<file path="src/rtl/agu_pkg.sv">
package agu_pkg;
    typedef enum logic [1:0] {
        S_IDLE = 2'd0,
        S_RUN  = 2'd1,
        S_DONE = 2'd2
    } agu_state_t;

    localparam logic [1:0] KIND_BASE   = 2'd0;
    localparam logic [1:0] KIND_BOUND  = 2'd1;
    localparam logic [1:0] KIND_STRIDE = 2'd2;
    localparam logic [1:0] KIND_DIMS   = 2'd3;
endpackage

</file>
<file path="src/rtl/agu_cfg_regs.sv">
module agu_cfg_regs
    import agu_pkg::*;
#(
    parameter int ADDR_W  = 32,
    parameter int CNT_W   = 16,
    parameter int NUM_LVL = 4,
    localparam int LVL_W  = (NUM_LVL > 1) ? $clog2(NUM_LVL) : 1
) (
    input  logic              clk,
    input  logic              rst_n,
    input  logic              busy,
    input  logic              we,
    input  logic [1:0]        kind,
    input  logic [LVL_W-1:0]  lvl,
    input  logic [ADDR_W-1:0] wdata,
    output logic [ADDR_W-1:0] base_q,
    output logic [CNT_W-1:0]  bound_q  [NUM_LVL],
    output logic [ADDR_W-1:0] stride_q [NUM_LVL],
    output logic [LVL_W-1:0]  dims_m1_q
);
    logic wr_ok;
    assign wr_ok = we && !busy;

    always_ff @(posedge clk or negedge rst_n) begin
        if (!rst_n) begin
            base_q    <= '0;
            dims_m1_q <= '0;
        end else if (wr_ok) begin
            if (kind == KIND_BASE) base_q    <= wdata;
            if (kind == KIND_DIMS) dims_m1_q <= wdata[LVL_W-1:0];
        end
    end

    for (genvar d = 0; d < NUM_LVL; d++) begin : g_lvl_regs
        always_ff @(posedge clk or negedge rst_n) begin
            if (!rst_n) begin
                bound_q[d]  <= '0;
                stride_q[d] <= '0;
            end else if (wr_ok && lvl == LVL_W'(d)) begin
                if (kind == KIND_BOUND)  bound_q[d]  <= wdata[CNT_W-1:0];
                if (kind == KIND_STRIDE) stride_q[d] <= wdata;
            end
        end
    end

    // while the walk is in progress, the configuration must not move
    assert_cfg_frozen_R7: assert property (@(posedge clk) disable iff (!rst_n)
        busy |=> ($stable(base_q) && $stable(dims_m1_q)));
endmodule

</file>
<file path="src/rtl/agu_level.sv">
module agu_level #(
    parameter int ADDR_W = 32,
    parameter int CNT_W  = 16
) (
    input  logic              clk,
    input  logic              rst_n,
    input  logic              clr,
    input  logic              step,
    input  logic              wrap,
    input  logic [ADDR_W-1:0] stride,
    input  logic [CNT_W-1:0]  bound,
    output logic              last,
    output logic [CNT_W-1:0]  idx,
    output logic [ADDR_W-1:0] span
);
    always_ff @(posedge clk or negedge rst_n) begin
        if (!rst_n) begin
            idx  <= '0;
            span <= '0;
        end else if (clr || wrap) begin
            idx  <= '0;
            span <= '0;
        end else if (step) begin
            idx  <= idx + 1'b1;
            span <= span + stride;
        end
    end

    assign last = (idx == bound - 1'b1);
endmodule

</file>
<file path="src/rtl/affine_stream_agu.sv">
module affine_stream_agu
    import agu_pkg::*;
#(
    parameter int ADDR_W  = 32,
    parameter int CNT_W   = 16,
    parameter int NUM_LVL = 4,
    localparam int LVL_W  = (NUM_LVL > 1) ? $clog2(NUM_LVL) : 1
) (
    input  logic              clk,
    input  logic              rst_n,
    input  logic              cfg_we,
    input  logic [1:0]        cfg_kind,
    input  logic [LVL_W-1:0]  cfg_lvl,
    input  logic [ADDR_W-1:0] cfg_wdata,
    input  logic              start,
    input  logic              stream_en,
    output logic              addr_valid,
    input  logic              addr_ready,
    output logic [ADDR_W-1:0] addr,
    output logic              done
);
    agu_state_t state_q, state_d;

    logic [ADDR_W-1:0] base_q;
    logic [CNT_W-1:0]  bound_q  [NUM_LVL];
    logic [ADDR_W-1:0] stride_q [NUM_LVL];
    logic [LVL_W-1:0]  dims_m1_q;

    logic [NUM_LVL-1:0] lvl_last, lvl_step, lvl_wrap, lvl_act, lvl_zero;
    logic [CNT_W-1:0]   lvl_idx  [NUM_LVL];
    logic [ADDR_W-1:0]  lvl_span [NUM_LVL];

    logic              fire, launch, finish, any_zero;
    logic [ADDR_W-1:0] addr_q, addr_next;

    agu_cfg_regs #(.ADDR_W(ADDR_W), .CNT_W(CNT_W), .NUM_LVL(NUM_LVL)) u_cfg (
        .clk       (clk),
        .rst_n     (rst_n),
        .busy      (state_q != S_IDLE),
        .we        (cfg_we),
        .kind      (cfg_kind),
        .lvl       (cfg_lvl),
        .wdata     (cfg_wdata),
        .base_q    (base_q),
        .bound_q   (bound_q),
        .stride_q  (stride_q),
        .dims_m1_q (dims_m1_q)
    );

    for (genvar d = 0; d < NUM_LVL; d++) begin : g_level
        assign lvl_act[d]  = (LVL_W'(d) <= dims_m1_q);
        assign lvl_zero[d] = (bound_q[d] == '0);

        agu_level #(.ADDR_W(ADDR_W), .CNT_W(CNT_W)) u_lvl (
            .clk    (clk),
            .rst_n  (rst_n),
            .clr    (launch),
            .step   (lvl_step[d]),
            .wrap   (lvl_wrap[d]),
            .stride (stride_q[d]),
            .bound  (bound_q[d]),
            .last   (lvl_last[d]),
            .idx    (lvl_idx[d]),
            .span   (lvl_span[d])
        );

        // an active index never reaches its bound while walking
        assert_idx_in_range_R2: assert property (@(posedge clk) disable iff (!rst_n)
            (state_q == S_RUN && lvl_act[d]) |-> (lvl_idx[d] < bound_q[d]));
    end

    assign any_zero = |(lvl_act & lvl_zero);
    assign launch   = (state_q == S_IDLE) && start;
    assign fire     = addr_valid && addr_ready;

    // Carry chain: innermost level first; a wrap carries outward.
    always_comb begin
        logic carry;
        carry = fire;
        for (int d = 0; d < NUM_LVL; d++) begin
            lvl_step[d] = carry && lvl_act[d] && !lvl_last[d];
            lvl_wrap[d] = carry && lvl_act[d] &&  lvl_last[d];
            carry       = lvl_wrap[d];
        end
        finish = lvl_wrap[dims_m1_q];
    end

    always_comb begin
        addr_next = addr_q;
        for (int d = 0; d < NUM_LVL; d++) begin
            if (lvl_step[d]) addr_next = addr_next + stride_q[d];
            if (lvl_wrap[d]) addr_next = addr_next - lvl_span[d];
        end
    end

    always_ff @(posedge clk or negedge rst_n) begin
        if (!rst_n)      addr_q <= '0;
        else if (launch) addr_q <= base_q;
        else if (fire)   addr_q <= addr_next;
    end

    // State register
    always_ff @(posedge clk or negedge rst_n) begin
        if (!rst_n) state_q <= S_IDLE;
        else        state_q <= state_d;
    end

    // Next-state logic
    always_comb begin
        state_d = state_q;
        unique case (state_q)
            S_IDLE:  if (start) state_d = any_zero ? S_DONE : S_RUN;
            S_RUN:   if (fire && finish) state_d = S_DONE;
            S_DONE:  state_d = S_IDLE;
            default: state_d = S_IDLE;
        endcase
    end

    // Outputs
    always_comb begin
        addr_valid = (state_q == S_RUN) && stream_en;
        done       = (state_q == S_DONE);
        addr       = addr_q;
    end

    // an offered but unaccepted address holds
    assert_hold_addr_R4: assert property (@(posedge clk) disable iff (!rst_n)
        (addr_valid && !addr_ready) |=> $stable(addr));
    // nothing is issued while streaming is disabled
    assert_quiet_when_off_R5: assert property (@(posedge clk) disable iff (!rst_n)
        !stream_en |-> !addr_valid);
    // done lasts exactly one cycle
    assert_done_pulse_R6: assert property (@(posedge clk) disable iff (!rst_n)
        done |=> !done);
    // no address offered together with done
    assert_done_no_valid_R6: assert property (@(posedge clk) disable iff (!rst_n)
        done |-> !addr_valid);
endmodule

</file>
<file path="config.mk">
export PLATFORM = sky130hd
export DESIGN_NAME = affine_stream_agu
export DESIGN_NICKNAME = d
export VERILOG_FILES = /design/src/rtl/agu_pkg.sv /design/src/rtl/agu_cfg_regs.sv /design/src/rtl/agu_level.sv /design/src/rtl/affine_stream_agu.sv
export SDC_FILE = /design/constraint.sdc
export NUM_CORES = 2
export LEC_CHECK = 0
export BUFFER_PORTS_ARGS = -buffer_cell sky130_fd_sc_hd__buf_4
export CAP_MARGIN = 10
export CORE_MARGIN = 5
export CORE_UTILIZATION = 45
export CTS_CLUSTER_DIAMETER = 150
export DETAILED_ROUTE_END_ITERATION = 6
export PLACE_DENSITY = 0.66
export REMOVE_ABC_BUFFERS = 1
export SYNTH_ARGS = -nofsm -noshare
export SYNTH_HDL_FRONTEND = slang
export SYNTH_SLANG_ARGS = --single-unit
</file>
<file path="constraint.sdc">
create_clock -name clk -period 23.4 [get_ports clk]
set_input_delay 3.51 -clock clk [delete_from_list [all_inputs] [get_ports clk]]
set_output_delay 3.51 -clock clk [all_outputs]
set_load 0.02 [all_outputs]
</file>
# Word level (Yosys, flattened, before mapping)
# Cells that the tools add are included.
[word_totals]
regBits = 452
in_bits = 42
word_cells = 147
[classes]
add_sub_neg = 20
magnitude_cmp = 5
n_eq_ne = 14
mux = 32
bitwise = 1
reduce_logical = 55
[ops]
columns = ["operator", "count"]
rows = [
  ["$mux 32", 18],
  ["$add 32x32->32", 8],
  ["$mux 16", 8],
  ["$sub 32x32->32", 4],
  ["$add 16x1->16 const B", 4],
  ["$eq 16x16->1", 4],
  ["$logic_not 16->1", 4],
  ["$sub 16x1->16 const B", 4],
  ["$reduce_and 2->1", 11],
  ["$logic_and 1x1->1", 21],
  ["$reduce_bool 2->1", 6],
  ["$eq 2x2->1 const B", 5],
  ["$eq 2x1->1 const B", 3],
  ["$logic_not 2->1", 3],
  ["$mux 2", 3],
  ["$logic_not 1->1", 5],
  ["$and 4x4->4", 1],
  ["$le 1x2->1 const A", 2],
  ["$le 2x2->1 const A", 2],
  ["$logic_or 1x1->1", 4],
  ["$ne 2x2->1 const B", 2],
  ["$pmux 2 s2", 1],
  ["$reduce_or 4->1", 1],
  ["$lt 2x3->1 const B", 1],
  ["2 further kinds", 2],
]

# Depth between registers and ports, before layout
[logic_depth]
ltp_word = 22
ltp_mapped = 85
ltp_nobuf = 82

# Cells and area by module
# Synthesis repeated with hierarchy kept, for this count alone.
[unflattened]
cells_unflattened = 5137
area_unflattened_um2 = 43191.4
[by_module_without_submodules]
columns = ["module", "instances", "cells_per_inst", "area_each_um2", "seq_area_each_um2"]
rows = [
  ["affine_stream_agu", 1, 2702, 18201.2, 850.8],
  ["agu_level", 4, 486, 4125.2, 1201.2],
  ["agu_cfg_regs", 1, 491, 8489.4, 5655.4],
]

# Worst setup path before layout
# OpenSTA, ideal clock, no wires.
[synth_path]
path_kind = "input port to flip-flop"
start = "in stream_en"
end = "reg addr_q[31] (netlist: addr[31])"
arrival_ns = 16.343
t_required_ns = 23.276
path_slack_ns = 6.933
stages = 71
path_cell_list = "nand2_1 -> nor2_1 -> and2_1 -> clkbuf_1 -> nand2b_4 -> buf_6 -> clkbuf_1 -> clkbuf_1 -> nand2_1 -> o21ai_0 -> ha_1 -> nor2b_1 -> o21ai_0 -> a21oi_1 -> o21ai_0 -> a21boi_0 -> o21ai_0 -> and3_1 -> (+35 left out) -> xor2_1 -> a21oi_1 -> ha_1 -> or3_1 -> o311ai_0 -> xnor2_1 -> o22ai_1 -> a211oi_1 -> ha_1 -> a21oi_1 -> o22ai_1 -> o41ai_1 -> o21ai_0 -> mux2i_1 -> xnor2_1 -> nor2_1 -> mux2i_1 -> nand2_1"
[synth_between]
elab_chain_cells = 21
elab_cells_between_ends = 32
cone_classes = "7 x add/sub; 10 x mux; 15 x reduce/logical"
[synth_rtl]
columns = ["element", "line_no", "rtl"]
rows = [
  ["from (decl)", "affine_stream_agu.sv:16", "input logic stream_en,"],
  ["$logic_and 1x1->1 *", "affine_stream_agu.sv:121", "addr_valid = (state_q == S_RUN) && stream_en;"],
  ["named net addr_valid", "affine_stream_agu.sv:17", "output logic addr_valid,"],
  ["$logic_and 1x1->1 *", "affine_stream_agu.sv:74", "assign fire = addr_valid && addr_ready;"],
  ["$logic_and 1x1->1", "affine_stream_agu.sv:81, affine_stream_agu.sv:82", ""],
  ["$logic_and 1x1->1", "affine_stream_agu.sv:81", "lvl_step[d] = carry && lvl_act[d] && !lvl_last[d];"],
  ["$mux 32", "affine_stream_agu.sv:91", "if (lvl_step[d]) addr_next = addr_next + stride_q[d];"],
  ["$sub 32x32->32", "affine_stream_agu.sv:92", "if (lvl_wrap[d]) addr_next = addr_next - lvl_span[d];"],
  ["$mux 32", "affine_stream_agu.sv:92", ""],
  ["(+6 left out)", "n/a", ""],
  ["$sub 32x32->32", "affine_stream_agu.sv:92", ""],
  ["$mux 32", "affine_stream_agu.sv:92", ""],
  ["$add 32x32->32", "affine_stream_agu.sv:91", ""],
  ["$mux 32", "affine_stream_agu.sv:91", ""],
  ["$sub 32x32->32", "affine_stream_agu.sv:92", ""],
  ["$mux 32", "affine_stream_agu.sv:92", ""],
  ["$mux 32", "affine_stream_agu.sv:99", "else if (fire) addr_q <= addr_next;"],
  ["$mux 32", "affine_stream_agu.sv:98", "else if (launch) addr_q <= base_q;"],
  ["to (signal assigned)", "affine_stream_agu.sv:98", ""],
  ["to (signal assigned)", "affine_stream_agu.sv:99", ""],
  ["to (decl)", "affine_stream_agu.sv:34", "logic [ADDR_W-1:0] addr_q, addr_next;"],
]
# Mark *: on every way through the listed nets, which the timed path passes. The rest lies on a longest branch. The select of a mux whose other input is x is not followed.
# A chain may end at the register's enable or synchronous reset.

# Worst setup path after layout
[layout_path]
start = "in stream_en"
end = "reg addr_q[31] (netlist: addr[31])"
[layout_between]
elab_chain_cells = 21
elab_cells_between_ends = 32
cone_classes = "7 x add/sub; 10 x mux; 15 x reduce/logical"
[layout_rtl]
columns = ["element", "line_no"]
rows = [
  ["$logic_and 1x1->1 *", "affine_stream_agu.sv:121"],
  ["$logic_and 1x1->1 *", "affine_stream_agu.sv:74"],
  ["$logic_and 1x1->1", "affine_stream_agu.sv:81, affine_stream_agu.sv:82"],
  ["$logic_and 1x1->1", "affine_stream_agu.sv:81"],
  ["$mux 32", "affine_stream_agu.sv:91"],
  ["$sub 32x32->32", "affine_stream_agu.sv:92"],
  ["$mux 32", "affine_stream_agu.sv:92"],
  ["$add 32x32->32", "affine_stream_agu.sv:91"],
  ["(+5 left out)", "n/a"],
  ["$sub 32x32->32", "affine_stream_agu.sv:92"],
  ["$mux 32", "affine_stream_agu.sv:92"],
  ["$add 32x32->32", "affine_stream_agu.sv:91"],
  ["$mux 32", "affine_stream_agu.sv:91"],
  ["$sub 32x32->32", "affine_stream_agu.sv:92"],
  ["$mux 32", "affine_stream_agu.sv:92"],
  ["$mux 32", "affine_stream_agu.sv:99"],
  ["$mux 32", "affine_stream_agu.sv:98"],
]
# Mark *: on every way between the ends. The rest lies on a longest branch, timed or not. The select of a mux whose other input is x is not followed.

==> run metrics <==
maximum fanout count along the critical path 75; most frequent cell after synthesis sky130_fd_sc_hd__dfrtp_1; share of the yosys chip area belonging to registers 0.2740; kind of start point of the critical path input port; largest net degree at the start of global routing 95; setup slack of the most critical reg-to-reg path 5840 ps; highest-delay cell along the critical path sky130_fd_sc_hd__o311ai_0; maximum clock rate 53.17 MHz; total area of multi-input combinational cells 0.02837 mm²; violation count after the first detailed-routing iteration 3847; number of setup buffers added after CTS 0; number of clock buffers inserted by TritonCTS 51; required time at the endpoint of the critical path 23920 ps; deepest clock path buffer count 3; portion of the clock cycle consumed by the worst path in the final layout 0.8037; initial antenna violation count 7; max-slew violation count 0; Post-synth top cells sky130_fd_sc_hd__dfrtp_1, sky130_fd_sc_hd__nand2_1, sky130_fd_sc_hd__a21oi_1, sky130_fd_sc_hd__ha_1, sky130_fd_sc_hd__nor2_1; final total power 6.669 mW; CTS tree done; HPWL after detailed placement 104600 µm; GRT Residual Overflow 0; layout filler cell count 8652; share of layout cells above drive strength 1 0.1124; slew at the pin with the worst max-slew slack 1240 ps; cell count after placement 5988; count of nets left with antenna violations after detail routing 0; CTS-repair resized insts 0; wire per inst 22.77 µm; floorplan row count 111; Yosys top cell area share 0.2740; Most Frequent Cell on Critical Path sky130_fd_sc_hd__a21oi_1; number of violations of the max-capacitance limit 0; Total Die Area 0.09788 mm²; most frequently used flop master after synthesis sky130_fd_sc_hd__dfrtp_1; total cell area at the placement stage 0.04310 mm²; vias per cell 6.145; number of optimization iterations in the first detailed-route pass 7; GRT Total Usage 0.2707; arrival time of the worst setup path 19330 ps; area added between synthesis and finish 8.506%; Synth Cell Area 0.04128 mm²; maximum cell stage delay along the critical path 780 ps; largest vdd supply drop 0.00006449 V; static leakage power 20.93 nW; final setup TNS 0 ps; wire length after detailed routing 138500 µm; Vias 37390; placeable core region 0.09139 mm²; top cells by area in the synthesized netlist sky130_fd_sc_hd__dfrtp_1, sky130_fd_sc_hd__ha_1, sky130_fd_sc_hd__mux2_2, sky130_fd_sc_hd__xnor2_1, sky130_fd_sc_hd__a21oi_1; clock sink count 452; count of non-filler cells in the finished layout 6085; setup repair after global routing missed its margin no; htree depth 2; Syn. warnings 0; post-synthesis cell type with the largest combined area sky130_fd_sc_hd__dfrtp_1; share of synthesized flip-flops with an asynchronous set or reset 1.000; register bit count reported by yosys 452; Clock Tree Root sky130_fd_sc_hd__clkbuf_16; critical setup path kind in2reg; Vert. Die Dim 312.9 µm; first-pass GRT wire length 208200 µm; cell area after layout 0.04479 mm²; sort of element at the end of the critical path register; clock latency on the worst-skew pair 650 ps; post-layout min period 18810 ps; Die Wd 312.9 µm; Residual DRC 0; relative slew slack 0.1519; Synth cell types 100; Fin Clk Skew 24.44 ps; result of the run complete, no violations; weighted congestion at the end of routability-driven global placement 0.9730; # port buffers 75; number of buffers inserted for hold repair after clock tree synthesis 0; pre-CTS setup slack 4294 ps; initial core utilization 0.4517; power density normalized to cell area 148.9 mW/mm²; count of endpoints failing setup in the final report 0; number of standard cells after synthesis 4841; worst min path class reg2reg; sequential cell area 0.01131 mm²; post-route setup slack 4594 ps; Hold Fails Final Rpt 0; I/O pins 76; via count of the first global-routing pass 35439; post-synthesis average cell area 8.526 µm²; total number of nets in the final design 5294; count of flip-flops with a built-in enable after synthesis 0; clock transition at the registers of the reported paths 70 ps
[cell usage in the layout, fill, tap and decap left out, types with 22 or more instances in the layout]
| cell | n |
|---|---|
| sky130_fd_sc_hd__mux2_2 | 257 |
| sky130_fd_sc_hd__nand2_1 | 393 |
| sky130_fd_sc_hd__o21bai_1 | 37 |
| sky130_fd_sc_hd__nor2b_1 | 66 |
| sky130_fd_sc_hd__or3_1 | 43 |
| sky130_fd_sc_hd__dfrtp_1 | 452 |
| sky130_fd_sc_hd__and2_1 | 28 |
| sky130_fd_sc_hd__a31oi_1 | 53 |
| sky130_fd_sc_hd__nand4_1 | 60 |
| sky130_fd_sc_hd__a21o_1 | 189 |
| sky130_fd_sc_hd__o21ai_0 | 306 |
| sky130_fd_sc_hd__nor3_1 | 74 |
| sky130_fd_sc_hd__o211ai_1 | 36 |
| sky130_fd_sc_hd__a211oi_1 | 35 |
| sky130_fd_sc_hd__or2_2 | 22 |
| sky130_fd_sc_hd__nand2b_1 | 63 |
| sky130_fd_sc_hd__nand3_1 | 92 |
| sky130_fd_sc_hd__o31ai_1 | 26 |
| sky130_fd_sc_hd__o21a_1 | 70 |
| sky130_fd_sc_hd__clkbuf_16 | 51 |
| sky130_fd_sc_hd__inv_1 | 253 |
| sky130_fd_sc_hd__o22ai_1 | 111 |
| sky130_fd_sc_hd__xnor2_1 | 228 |
| sky130_fd_sc_hd__ha_1 | 385 |
| sky130_fd_sc_hd__nor2_1 | 341 |
| sky130_fd_sc_hd__mux2i_1 | 37 |
| sky130_fd_sc_hd__buf_4 | 129 |
| sky130_fd_sc_hd__xor2_1 | 206 |
| sky130_fd_sc_hd__a21oi_1 | 391 |
| sky130_fd_sc_hd__and3_1 | 57 |
[per-layer routing]
| metal | wire, µm | track usage | share of wire | up-vias |
|---|---|---|---|---|
| met5 | 17 | 0 | 0.00012 | - |
| met4 | 5467 | 0.09494 | 0.039 | 2 |
| met3 | 11030 | 0.04483 | 0.080 | 253 |
| met2 | 59400 | 0.4203 | 0.43 | 1389 |
| met1 | 62620 | 0.3834 | 0.45 | 18056 |
| li1 | - | - | - | 17690 |
[final timing paths]
path,cells after the start,end,startpoint
setup / recovery,69,addr[31],stream_en
hold / removal,1,g_level[3].u_lvl.span[31],g_level[3].u_lvl.span[31]
setup reg to reg,70,addr[31],u_cfg.bound_q[48]
hold reg to reg,1,g_level[3].u_lvl.span[31],g_level[3].u_lvl.span[31]
max in group asynchronous,4,g_level[0].u_lvl.span[25],rst_n
min in group asynchronous,1,g_level[2].u_lvl.idx[11],rst_n
[stage by stage]
stage	utilization	hold slack [ps]
4_1_cts	0.4899	482.9
2_1_floorplan	-	446.2
5_1_grt	0.4899	507.3
6_report	0.4901	488.6
3_5_place_dp	0.4717	472.6
3_3_place_gp	0.4717	476.8
[area by class of cell]
class / instances / area share
multi-input cells: 3966 / 0.6335
flip-flops and latches: 452 / 0.2525
well taps: 1186 / 0.03313
clock buffers: 72 / 0.03294
repair buffers: 130 / 0.02196
inverters: 254 / 0.02129
clock inverters: 18 / 0.004246
diodes: 7 / 0.0003911
[registers in the layout, summed over array words and instances (netlist names)]
signal and count:
u_cfg.base_q 32, u_cfg.stride_q 128, g_level.u_lvl.span 128, u_cfg.dims_m1_q 2, u_cfg.bound_q 64, addr 32
g_level.u_lvl.idx 64, state_q 2
[worst max-delay path: cells and delay by family]
family                     cells  cell delay (ps)
buffers and inverters          4              640
xor gates and xnor gates       5              780
adders and majority gates      8             2660
AOI/OAI and AO/OA             34             8430
and+or+nand+nor               15             2590
muxes                          3              680
[logic make-up (layout without fill, tap and decap cells)]
kind of cell / after synthesis / count (layout) / share of synthesized area
other: 0 / 7 / 0
buffers and inverters: 423 / 474 / 0.03932
muxes: 295 / 295 / 0.07945
adders and majority gates: 397 / 397 / 0.1225
xor gates and xnor gates: 435 / 435 / 0.09264
DFF: 452 / 452 / 0.2740
AOI/OAI and AO/OA: 1479 / 1479 / 0.2290
and+or+nand+nor: 1360 / 1360 / 0.1630
[power breakdown]
group	switching [mW]	leakage, nW	internal (mW)
sequential	0.306	5.97	0.998
combinational	2.62	14.1	1.92
clock	0.363	0.822	0.463
total	3.29	20.9	3.38
(Power assumes the default switching activity.)
